<file path="src/rtl/adsr_pkg.sv">
package adsr_pkg;

  typedef enum logic [2:0] {
    PH_IDLE    = 3'd0,
    PH_ATTACK  = 3'd1,
    PH_DECAY   = 3'd2,
    PH_SUSTAIN = 3'd3,
    PH_RELEASE = 3'd4
  } phase_t;

  typedef enum logic [2:0] {
    OP_HOLD    = 3'd0,
    OP_CLEAR   = 3'd1,
    OP_ATTACK  = 3'd2,
    OP_DECAY   = 3'd3,
    OP_RELEASE = 3'd4,
    OP_SUSTAIN = 3'd5
  } segOp_t;

  typedef struct packed {
    logic   en;
    segOp_t op;
  } dpStrobe_t;

endpackage

</file>
<file path="src/rtl/adsr_gate_edge.sv">
module adsr_gate_edge (
  input  logic clk,
  input  logic rst,
  input  logic gate,
  input  logic sampleEn,
  output logic pend,
  output logic gateLvl
);

  logic gateQ;
  logic pendQ;
  logic edgeNow;

  assign edgeNow = gate ^ gateQ;

  always_ff @(posedge clk) begin
    if (rst) begin
      gateQ <= 1'b0;
      pendQ <= 1'b0;
    end else begin
      gateQ <= gate;
      pendQ <= edgeNow | (pendQ & ~sampleEn);
    end
  end

  assign pend    = pendQ;
  assign gateLvl = gateQ;

  AST_EDGE_LATCHED: assert property (@(posedge clk) disable iff (rst)
    (gate != gateQ) |=> pendQ);

  AST_PEND_KEPT: assert property (@(posedge clk) disable iff (rst)
    (pendQ && !sampleEn) |=> pendQ);

endmodule

</file>
<file path="src/rtl/adsr_ctrl.sv">
module adsr_ctrl
  import adsr_pkg::*;
(
  input  logic      clk,
  input  logic      rst,
  input  logic      sampleEn,
  input  logic      pend,
  input  logic      gateLvl,
  input  logic      loopMode,
  input  logic      atkTop,
  input  logic      decHit,
  input  logic      relZero,
  output dpStrobe_t stb,
  output phase_t    phaseQ
);

  segOp_t opSel;
  phase_t phaseNxt;

  always_comb begin
    if (pend) begin
      opSel = gateLvl ? OP_ATTACK : OP_RELEASE;
    end else begin
      case (phaseQ)
        PH_IDLE:    opSel = loopMode ? OP_ATTACK : OP_CLEAR;
        PH_ATTACK:  opSel = OP_ATTACK;
        PH_DECAY:   opSel = OP_DECAY;
        PH_SUSTAIN: opSel = loopMode ? OP_RELEASE : OP_SUSTAIN;
        PH_RELEASE: opSel = OP_RELEASE;
        default:    opSel = OP_CLEAR;
      endcase
    end
  end

  always_comb begin
    case (opSel)
      OP_ATTACK:  phaseNxt = atkTop ? PH_DECAY : PH_ATTACK;
      OP_DECAY:   phaseNxt = decHit ? (loopMode ? PH_RELEASE : PH_SUSTAIN) : PH_DECAY;
      OP_RELEASE: phaseNxt = relZero ? (loopMode ? PH_ATTACK : PH_IDLE) : PH_RELEASE;
      OP_SUSTAIN: phaseNxt = PH_SUSTAIN;
      default:    phaseNxt = PH_IDLE;
    endcase
  end

  always_comb begin
    stb.en = sampleEn;
    stb.op = opSel;
  end

  always_ff @(posedge clk) begin
    if (rst) begin
      phaseQ <= PH_IDLE;
    end else if (sampleEn) begin
      phaseQ <= phaseNxt;
    end
  end

  AST_PHASE_LEGAL: assert property (@(posedge clk) disable iff (rst)
    (phaseQ inside {PH_IDLE, PH_ATTACK, PH_DECAY, PH_SUSTAIN, PH_RELEASE}));

  AST_LOOP_NO_HOLD: assert property (@(posedge clk) disable iff (rst)
    (sampleEn && loopMode) |=> (phaseQ != PH_SUSTAIN));

  AST_PHASE_QUIET: assert property (@(posedge clk) disable iff (rst)
    !sampleEn |=> $stable(phaseQ));

endmodule

</file>
<file path="src/rtl/adsr_datapath.sv">
module adsr_datapath
  import adsr_pkg::*;
#(
  parameter int LEVEL_W = 16
) (
  input  logic               clk,
  input  logic               rst,
  input  dpStrobe_t          stb,
  input  logic [LEVEL_W-1:0] attackStep,
  input  logic [LEVEL_W-1:0] decayStep,
  input  logic [LEVEL_W-1:0] releaseStep,
  input  logic [LEVEL_W-1:0] sustainLevel,
  output logic [LEVEL_W-1:0] levelQ,
  output logic               atkTop,
  output logic               decHit,
  output logic               relZero
);

  localparam logic [LEVEL_W-1:0] FULL_SCALE = '1;
  localparam logic [LEVEL_W-1:0] ZERO_LVL   = '0;

  logic [LEVEL_W:0]   atkSum;
  logic [LEVEL_W:0]   decDiff;
  logic [LEVEL_W:0]   relDiff;
  logic [LEVEL_W-1:0] atkNext;
  logic [LEVEL_W-1:0] decNext;
  logic [LEVEL_W-1:0] relNext;

  always_comb begin
    atkSum  = {1'b0, levelQ} + {1'b0, attackStep};
    decDiff = {1'b0, levelQ} - {1'b0, decayStep};
    relDiff = {1'b0, levelQ} - {1'b0, releaseStep};

    atkTop  = atkSum[LEVEL_W] | (atkSum[LEVEL_W-1:0] == FULL_SCALE);
    decHit  = decDiff[LEVEL_W] | (decDiff[LEVEL_W-1:0] <= sustainLevel);
    relZero = relDiff[LEVEL_W] | (relDiff[LEVEL_W-1:0] == ZERO_LVL);

    atkNext = atkTop  ? FULL_SCALE   : atkSum[LEVEL_W-1:0];
    decNext = decHit  ? sustainLevel : decDiff[LEVEL_W-1:0];
    relNext = relZero ? ZERO_LVL     : relDiff[LEVEL_W-1:0];
  end

  always_ff @(posedge clk) begin
    if (rst) begin
      levelQ <= ZERO_LVL;
    end else if (stb.en) begin
      case (stb.op)
        OP_CLEAR:   levelQ <= ZERO_LVL;
        OP_ATTACK:  levelQ <= atkNext;
        OP_DECAY:   levelQ <= decNext;
        OP_RELEASE: levelQ <= relNext;
        OP_SUSTAIN: levelQ <= sustainLevel;
        default:    levelQ <= levelQ;
      endcase
    end
  end

  AST_LEVEL_QUIET: assert property (@(posedge clk) disable iff (rst)
    !stb.en |=> $stable(levelQ));

  AST_ATTACK_RISES: assert property (@(posedge clk) disable iff (rst)
    (stb.en && stb.op == OP_ATTACK) |=> (levelQ >= $past(levelQ)));

  AST_DECAY_FLOOR: assert property (@(posedge clk) disable iff (rst)
    (stb.en && stb.op == OP_DECAY) |=> (levelQ >= $past(sustainLevel)));

  AST_RELEASE_FALLS: assert property (@(posedge clk) disable iff (rst)
    (stb.en && stb.op == OP_RELEASE) |=> (levelQ <= $past(levelQ)));

endmodule

</file>
<file path="src/rtl/adsr_env.sv">
module adsr_env
  import adsr_pkg::*;
#(
  parameter int LEVEL_W = 16
) (
  input  logic               clk,
  input  logic               rst,
  input  logic               sampleEn,
  input  logic               gate,
  input  logic               loopMode,
  input  logic [LEVEL_W-1:0] attackStep,
  input  logic [LEVEL_W-1:0] decayStep,
  input  logic [LEVEL_W-1:0] releaseStep,
  input  logic [LEVEL_W-1:0] sustainLevel,
  output logic [LEVEL_W-1:0] level,
  output logic [2:0]         phase
);

  logic      pend;
  logic      gateLvl;
  logic      atkTop;
  logic      decHit;
  logic      relZero;
  dpStrobe_t stb;
  phase_t    phaseQ;

  adsr_gate_edge u_edge (
    .clk      (clk),
    .rst      (rst),
    .gate     (gate),
    .sampleEn (sampleEn),
    .pend     (pend),
    .gateLvl  (gateLvl)
  );

  adsr_ctrl u_ctrl (
    .clk      (clk),
    .rst      (rst),
    .sampleEn (sampleEn),
    .pend     (pend),
    .gateLvl  (gateLvl),
    .loopMode (loopMode),
    .atkTop   (atkTop),
    .decHit   (decHit),
    .relZero  (relZero),
    .stb      (stb),
    .phaseQ   (phaseQ)
  );

  adsr_datapath #(.LEVEL_W(LEVEL_W)) u_dp (
    .clk          (clk),
    .rst          (rst),
    .stb          (stb),
    .attackStep   (attackStep),
    .decayStep    (decayStep),
    .releaseStep  (releaseStep),
    .sustainLevel (sustainLevel),
    .levelQ       (level),
    .atkTop       (atkTop),
    .decHit       (decHit),
    .relZero      (relZero)
  );

  assign phase = phaseQ;

  AST_IDLE_ZERO: assert property (@(posedge clk) disable iff (rst)
    (phaseQ == PH_IDLE) |-> (level == '0));

  AST_SUSTAIN_FOLLOW: assert property (@(posedge clk) disable iff (rst)
    (sampleEn && phaseQ == PH_SUSTAIN && !pend && !loopMode) |=> (level == $past(sustainLevel)));

endmodule

</file>
<file path="config.mk">
export PLATFORM = sky130hd
export DESIGN_NAME = adsr_env
export DESIGN_NICKNAME = d
export VERILOG_FILES = /design/src/rtl/adsr_pkg.sv /design/src/rtl/adsr_gate_edge.sv /design/src/rtl/adsr_ctrl.sv /design/src/rtl/adsr_datapath.sv /design/src/rtl/adsr_env.sv
export SDC_FILE = /design/constraint.sdc
export NUM_CORES = 1
export LEC_CHECK = 0
export ABC_AREA = 1
export CORE_MARGIN = 10
export CORE_UTILIZATION = 55
export CTS_BUF_LIST = sky130_fd_sc_hd__clkbuf_16
export DETAILED_ROUTE_END_ITERATION = 8
export GPL_TIMING_DRIVEN = 1
export HOLD_SLACK_MARGIN = 0.03
export PLACE_DENSITY = 0.82
export SYNTH_ARGS = -nofsm -noshare
export SYNTH_HDL_FRONTEND = slang
export SYNTH_HIERARCHICAL = 1
export SYNTH_SLANG_ARGS = --single-unit
export TNS_END_PERCENT = 100
</file>
<file path="constraint.sdc">
create_clock -name clk -period 4.9 [get_ports clk]
set_input_delay 1.225 -clock clk [delete_from_list [all_inputs] [get_ports clk]]
set_output_delay 1.225 -clock clk [all_outputs]
set_load 0.01 [all_outputs]
</file>
=== Yosys cells after proc, flatten, opt, wreduce, memory -nomap -nowiden ===
Index checks and enable logic that the tools add are counted.

* Bitwise logic cells: 7
* Add/subtract/negate cells: 3
* Mux-type cells: 15
* Reductions and logical operators: 4
* Magnitude comparators: 1
* Equal/unequal tests: 10

{| class="wikitable"
|+ Operators with widths
! operator !! number
|-
| $pmux W16 S5 || 1
|-
| $mux W16 || 3
|-
| $sub A16 B16 Y17 || 2
|-
| $add A16 B16 Y17 || 1
|-
| $eq A16 B16 Y1 const B || 1
|-
| $le A16 B16 Y1 || 1
|-
| $logic_not A16 Y1 || 1
|-
| $mux W3 || 5
|-
| $pmux W3 S5 || 1
|-
| $eq A3 B2 Y1 const B || 4
|-
| $pmux W3 S4 || 1
|-
| $eq A3 B3 Y1 const B || 3
|-
| $eq A3 B1 Y1 const B || 2
|-
| $reduce_bool A5 Y1 || 1
|-
| $mux W2 || 2
|-
| $or A1 B1 Y1 || 4
|-
| $logic_not A3 Y1 || 1
|-
| $mux W1 || 2
|-
| $reduce_and A2 Y1 || 1
|-
| $and A1 B1 Y1 || 1
|-
| $not A1 Y1 || 1
|-
| $xor A1 B1 Y1 || 1
|}

* Word-level logic and storage cells: 44
* Input bits: 69
* Register bits: 21
* Output and inout bits: 19

=== Logic depth before layout (Yosys ltp) ===
* Depth after elaboration: 6
* Depth in mapped cells: 25

=== By module ===
Netlist, hierarchy kept.

{| class="wikitable"
|+ By module, submodules not included
! module !! area each (um2) !! times used !! cells an instance !! seq. area each (um2)
|-
| adsr_datapath || 4808.4 || 1 || 903 || 320.3
|-
| adsr_ctrl || 319.1 || 1 || 59 || 60.1
|-
| adsr_gate_edge || 82.6 || 1 || 13 || 40.0
|}

=== Worst setup path before layout ===
OpenSTA, ideal clock, no wires.

* Kind: input port to flip-flop
* Start point: in decayStep[2]
* End point: reg u_dp.levelQ[0]
* Required time: 4.772 ns
* Cell stages on the path: 21
* Path slack: 0.920 ns
* Library setup time: 0.128 ns
* Arrival time: 3.852 ns
* Cells stage by stage: inv_1 -> ha_1 -> a21oi_1 -> nand2_1 -> a21oi_1 -> o21ai_0 -> a21oi_1 -> xnor2_1 -> ha_1 -> nand2_1 -> inv_1 -> o21ai_0 -> a21oi_1 -> nor2_1 -> nand2_1 -> nand3_2 -> clkinv_1 -> o211ai_1 -> nand3_1 -> nand2_1 -> a21oi_1

* Longest elaborated chain between the ends: 5

{| class="wikitable"
|+ RTL lines
! element !! line !! source
|-
| start: declaration || adsr_env.sv:12 || <nowiki>input logic [LEVEL_W-1:0] decayStep,</nowiki>
|-
| $sub A16 B16 Y17 (*) || adsr_datapath.sv:31 || <nowiki>decDiff = {1'b0, levelQ} - {1'b0, decayStep};</nowiki>
|-
| $le A16 B16 Y1 || adsr_datapath.sv:35 || <nowiki>decHit = decDiff[LEVEL_W] | (decDiff[LEVEL_W-1:0] <= sustainLevel);</nowiki>
|-
| $or A1 B1 Y1 (*) || adsr_datapath.sv:35 ||
|-
| $mux W16 (*) || adsr_datapath.sv:39 || <nowiki>decNext = decHit ? sustainLevel : decDiff[LEVEL_W-1:0];</nowiki>
|-
| $pmux W16 S5 (*) || adsr_datapath.sv:47 || <nowiki>case (stb.op)</nowiki>
|-
| end signal: assignment || adsr_datapath.sv:49 || <nowiki>OP_ATTACK: levelQ <= atkNext;</nowiki>
|-
| end signal: assignment || adsr_datapath.sv:50 || <nowiki>OP_DECAY: levelQ <= decNext;</nowiki>
|-
| end signal: assignment || adsr_datapath.sv:51 || <nowiki>OP_RELEASE: levelQ <= relNext;</nowiki>
|-
| end: declaration || adsr_datapath.sv:13 || <nowiki>output logic [LEVEL_W-1:0] levelQ,</nowiki>
|}

Every way passes the cells marked *; elsewhere a longest branch is shown, timed or not.
A chain may end at the register's enable or synchronous reset.

=== Worst setup path in the final report ===
* Start point: in decayStep[2]
* End point: reg u_dp.levelQ[13]

* Longest elaborated chain between the ends: 5

{| class="wikitable"
|+ RTL lines
! element !! line !! source
|-
| $sub A16 B16 Y17 (*) || adsr_datapath.sv:31 ||
|-
| $le A16 B16 Y1 || adsr_datapath.sv:35 ||
|-
| $or A1 B1 Y1 (*) || adsr_datapath.sv:35 ||
|-
| named net decHit || adsr_env.sv:22 || <nowiki>logic decHit;</nowiki>
|-
| $mux W16 (*) || adsr_datapath.sv:39 ||
|-
| $pmux W16 S5 (*) || adsr_datapath.sv:47 ||
|}

Mark *: on every way through the listed nets, which the timed path passes. The rest lies on a longest branch.

==> results_dict.tcl <==
set metrics [dict create \
    status "finished, final reports clean" \
    grt_pass1_wl_um 28220 \
    critPathCaptureType "register" \
    min_period_over_period_pct 94.12 \
    clk_pin_slew_ps 60 \
    critPathKind "in2reg" \
    yosysMostFrequentCell "nand2_1" \
    antenna_left 0 \
    fillers 893 \
    cts_num_sinks 21 \
    ys_seq_elements 21 \
    r2r-start "u_dp/levelQ[1]" \
    r2r_end "u_dp/levelQ[13]" \
    finalSetupViolCount 0 \
    initial_utilization_pct 56.38 \
    viasPerCell 5.392 \
    dr_total_vias 6406 \
    peakVddDrop_v 0.0001138 \
    first_pass_iters 5 \
    place_congestion 0.9781 \
    grt-ovfl-total 0 \
    skew_ps 1.723 \
    tightest_slew_ps 857.0 \
    yosys-top-cells-area "nand2_1 24%, ha_1 15%, inv_1 12%, nand3_1 9.1%, dfxtp_1 8.1%" \
    synthFlopType "dfxtp_1" \
    reg2reg_slack_ps 1200 \
    syn_to_final_growth_pct 21.57 \
    hold_end "u_ctrl/phaseQ[1]" \
    clk-insertion-delay-late_ps 250 \
    cts_htree_levels 1 \
    power_density_nw_per_um2 195.0 \
    synth_cells 975 \
    cts.path.max_buffers 2 \
    syn_area_um2 5210 \
    reg2reg_depth 19 \
    final_layout_size_suffix_gt1_share_pct 4.155 \
    grtUsageTotal_pct 23.69 \
    cp.required_ps 5000 \
    routedWlPerCell_um 14.36 \
    fmax_mhz 216.8 \
    hold_viol 0 \
    antenna_found_initial 0 \
    syn_nets 1111 \
    cts_tree "done" \
    coreArea_um2 9240 \
    die_area_um2 13770 \
    rows 35 \
    hold_class "reg2reg" \
    crit_path_start_kind "input port" \
    drc 0 \
    ioPinCount 88 \
    critical_path_arrival_ps 4720 \
    synth_top_area_share_pct 23.63 \
    final.min_clock_period_ps 4612 \
    hp-start "u_ctrl/phaseQ[1]" \
    grt_pass1_vias 6049 \
    grt_start_max_net_pins 22 \
    maxSlewViolCount 0 \
    io_buffers 87 \
    cts_root_buf "clkbuf_16" \
    die_width_um 117.3 \
    maxCapViolCount 0 \
    rsz0062_at_grt "false" \
    detail_route.iter0.violations 526 \
    die_y_um 117.3 \
    synth_area_per_cell_um2 5.344 \
    ys_top_cells_by_count "328 x nand2_1, 173 x inv_1, 95 x nand3_1" \
    fin_tns_setup_ps 0 \
    ys_async_sr_fraction_pct 0 \
    synth_area_leader_cell "nand2_1" \
    hold_buffers 0 \
    dp_hpwl_um 14570 \
    final_core_utilization_pct 68.54 \
    ys_warn_count 6 \
    crit_fanout 9 \
    synth-edff-count 0 \
    wl_um 17060 \
    diodes 0 \
    fin_nets 1196 \
    timing.slew.headroom_pct 42.69 \
    leakage_nw 3.536 \
    cts_buffers 3 \
    min_path_cells 2 \
    ys_types 40 \
    ys_seq_area_share_pct 8.069 \
]
[how the worst max path moves through the flow]
stage                 start         endpoint  slack [ps]
2_1_floorplan  decayStep[2]   u_dp/levelQ[0]         920
3_3_place_gp   decayStep[2]   u_dp/levelQ[0]          40
3_5_place_dp   decayStep[2]   u_dp/levelQ[0]         -80
4_1_cts        decayStep[2]   u_dp/levelQ[0]         180
5_1_grt        decayStep[2]  u_dp/levelQ[13]          20
6_report       decayStep[2]  u_dp/levelQ[13]         290
[stage by stage]
| stage | hold WS (ps) | area, um^2 | worst slack (ps) | total power [W] | std cells |
|---|---|---|---|---|---|
| 4_1_cts | 531.1 | 6302 | 178.7 | 0.001215 | 1187 |
| 2_1_floorplan | 516.4 | 5210 | 920.4 | 0.0007777 | 975 |
| 5_1_grt | 559.4 | 6334 | 17.57 | 0.001353 | 1188 |
| 3_5_place_dp | 521.7 | 6222 | -80.96 | 0.001035 | 1183 |
| 3_3_place_gp | 516.9 | 6222 | 37.86 | 0.001028 | 1183 |
| 6_report | 536.6 | 6334 | 287.9 | 0.001235 | 1188 |
[layer usage]
metal / up-vias / part of all wire, % / track usage, %
met2: 253 / 47 / 41.50
met5: - / 0 / 0
met3: 39 / 6.7 / 2.926
li1: 3266 / - / -
met4: 0 / 3.3 / 8.529
met1: 2848 / 43 / 28.74
[where the power goes]
group	internal (W)	switching (W)	total, W
Clock	0.000110	0.0000682	0.000178
Sequential	0.000186	0.0000380	0.000224
Combinational	0.000330	0.000503	0.000833
[placed cells by master (no fill, tap or decap), types with 7 or more instances in the layout]
cell             count
nand4_1             12
buf_4                7
nand3b_1            10
inv_1              173
xor2_1               8
dfxtp_1             21
nor2_1              79
nor3_1               7
nand2_2              8
clkdlybuf4s50_1     87
nand2_1            328
a21oi_1             69
nand3_1             95
ha_1                64
xnor2_1              7
o21ai_0             21
o211ai_1            11
[registers in the layout, indices dropped and copies added, names as in the netlist]
name            flops
u_edge/pend         1
u_ctrl/phaseQ       3
u_edge/gateLvl      1
u_dp/levelQ        16
[cell type report]
class	instances	area, um^2	share of cell area [%]
Clock buffer	3	75.07	1.185
Clock inverter	1	5.005	0.07902
Inverter	183	690.7	10.90
Multi-Input combinational cell	756	4038	63.75
Sequential cell	21	420.4	6.638
Tap cell	129	161.4	2.548
Timing Repair Buffer	95	943.4	14.90
[worst max-delay path, stage by stage]
cell and delay (ps):
clkdlybuf4s50_1 460, inv_1 50, ha_1 360, a21oi_1 180, nand2_1 130, a21oi_4 200
o21ai_1 140, a21oi_1 220, xnor2_1 210, ha_1 300, nand2_1 60, inv_1 50
o21ai_1 70, a21oi_1 70, nor2_1 100, nand2_1 90, nand3_2 130, buf_4 180
nand2_1 70, nand2_1 50, o21ai_0 70, o21ai_0 210, a21oi_1 80
[timing repair]
action / 4_1_cts / 5_1_grt
setup buffers: 0 / 1
resized for setup: 0 / 8
setup endpoints to repair: 0 / 16
[cell families (layout without fill, tap and decap cells)]
group,after synthesis,count (layout),share of synthesized area (%)
flops,21,21,8.069
compound gates,117,117,12.34
buf+inv,198,282,14.82
xor+xnor,15,15,2.522
simple gates,557,557,45.73
fa+ha+maj,67,67,16.52
(Power assumes the default switching activity.)
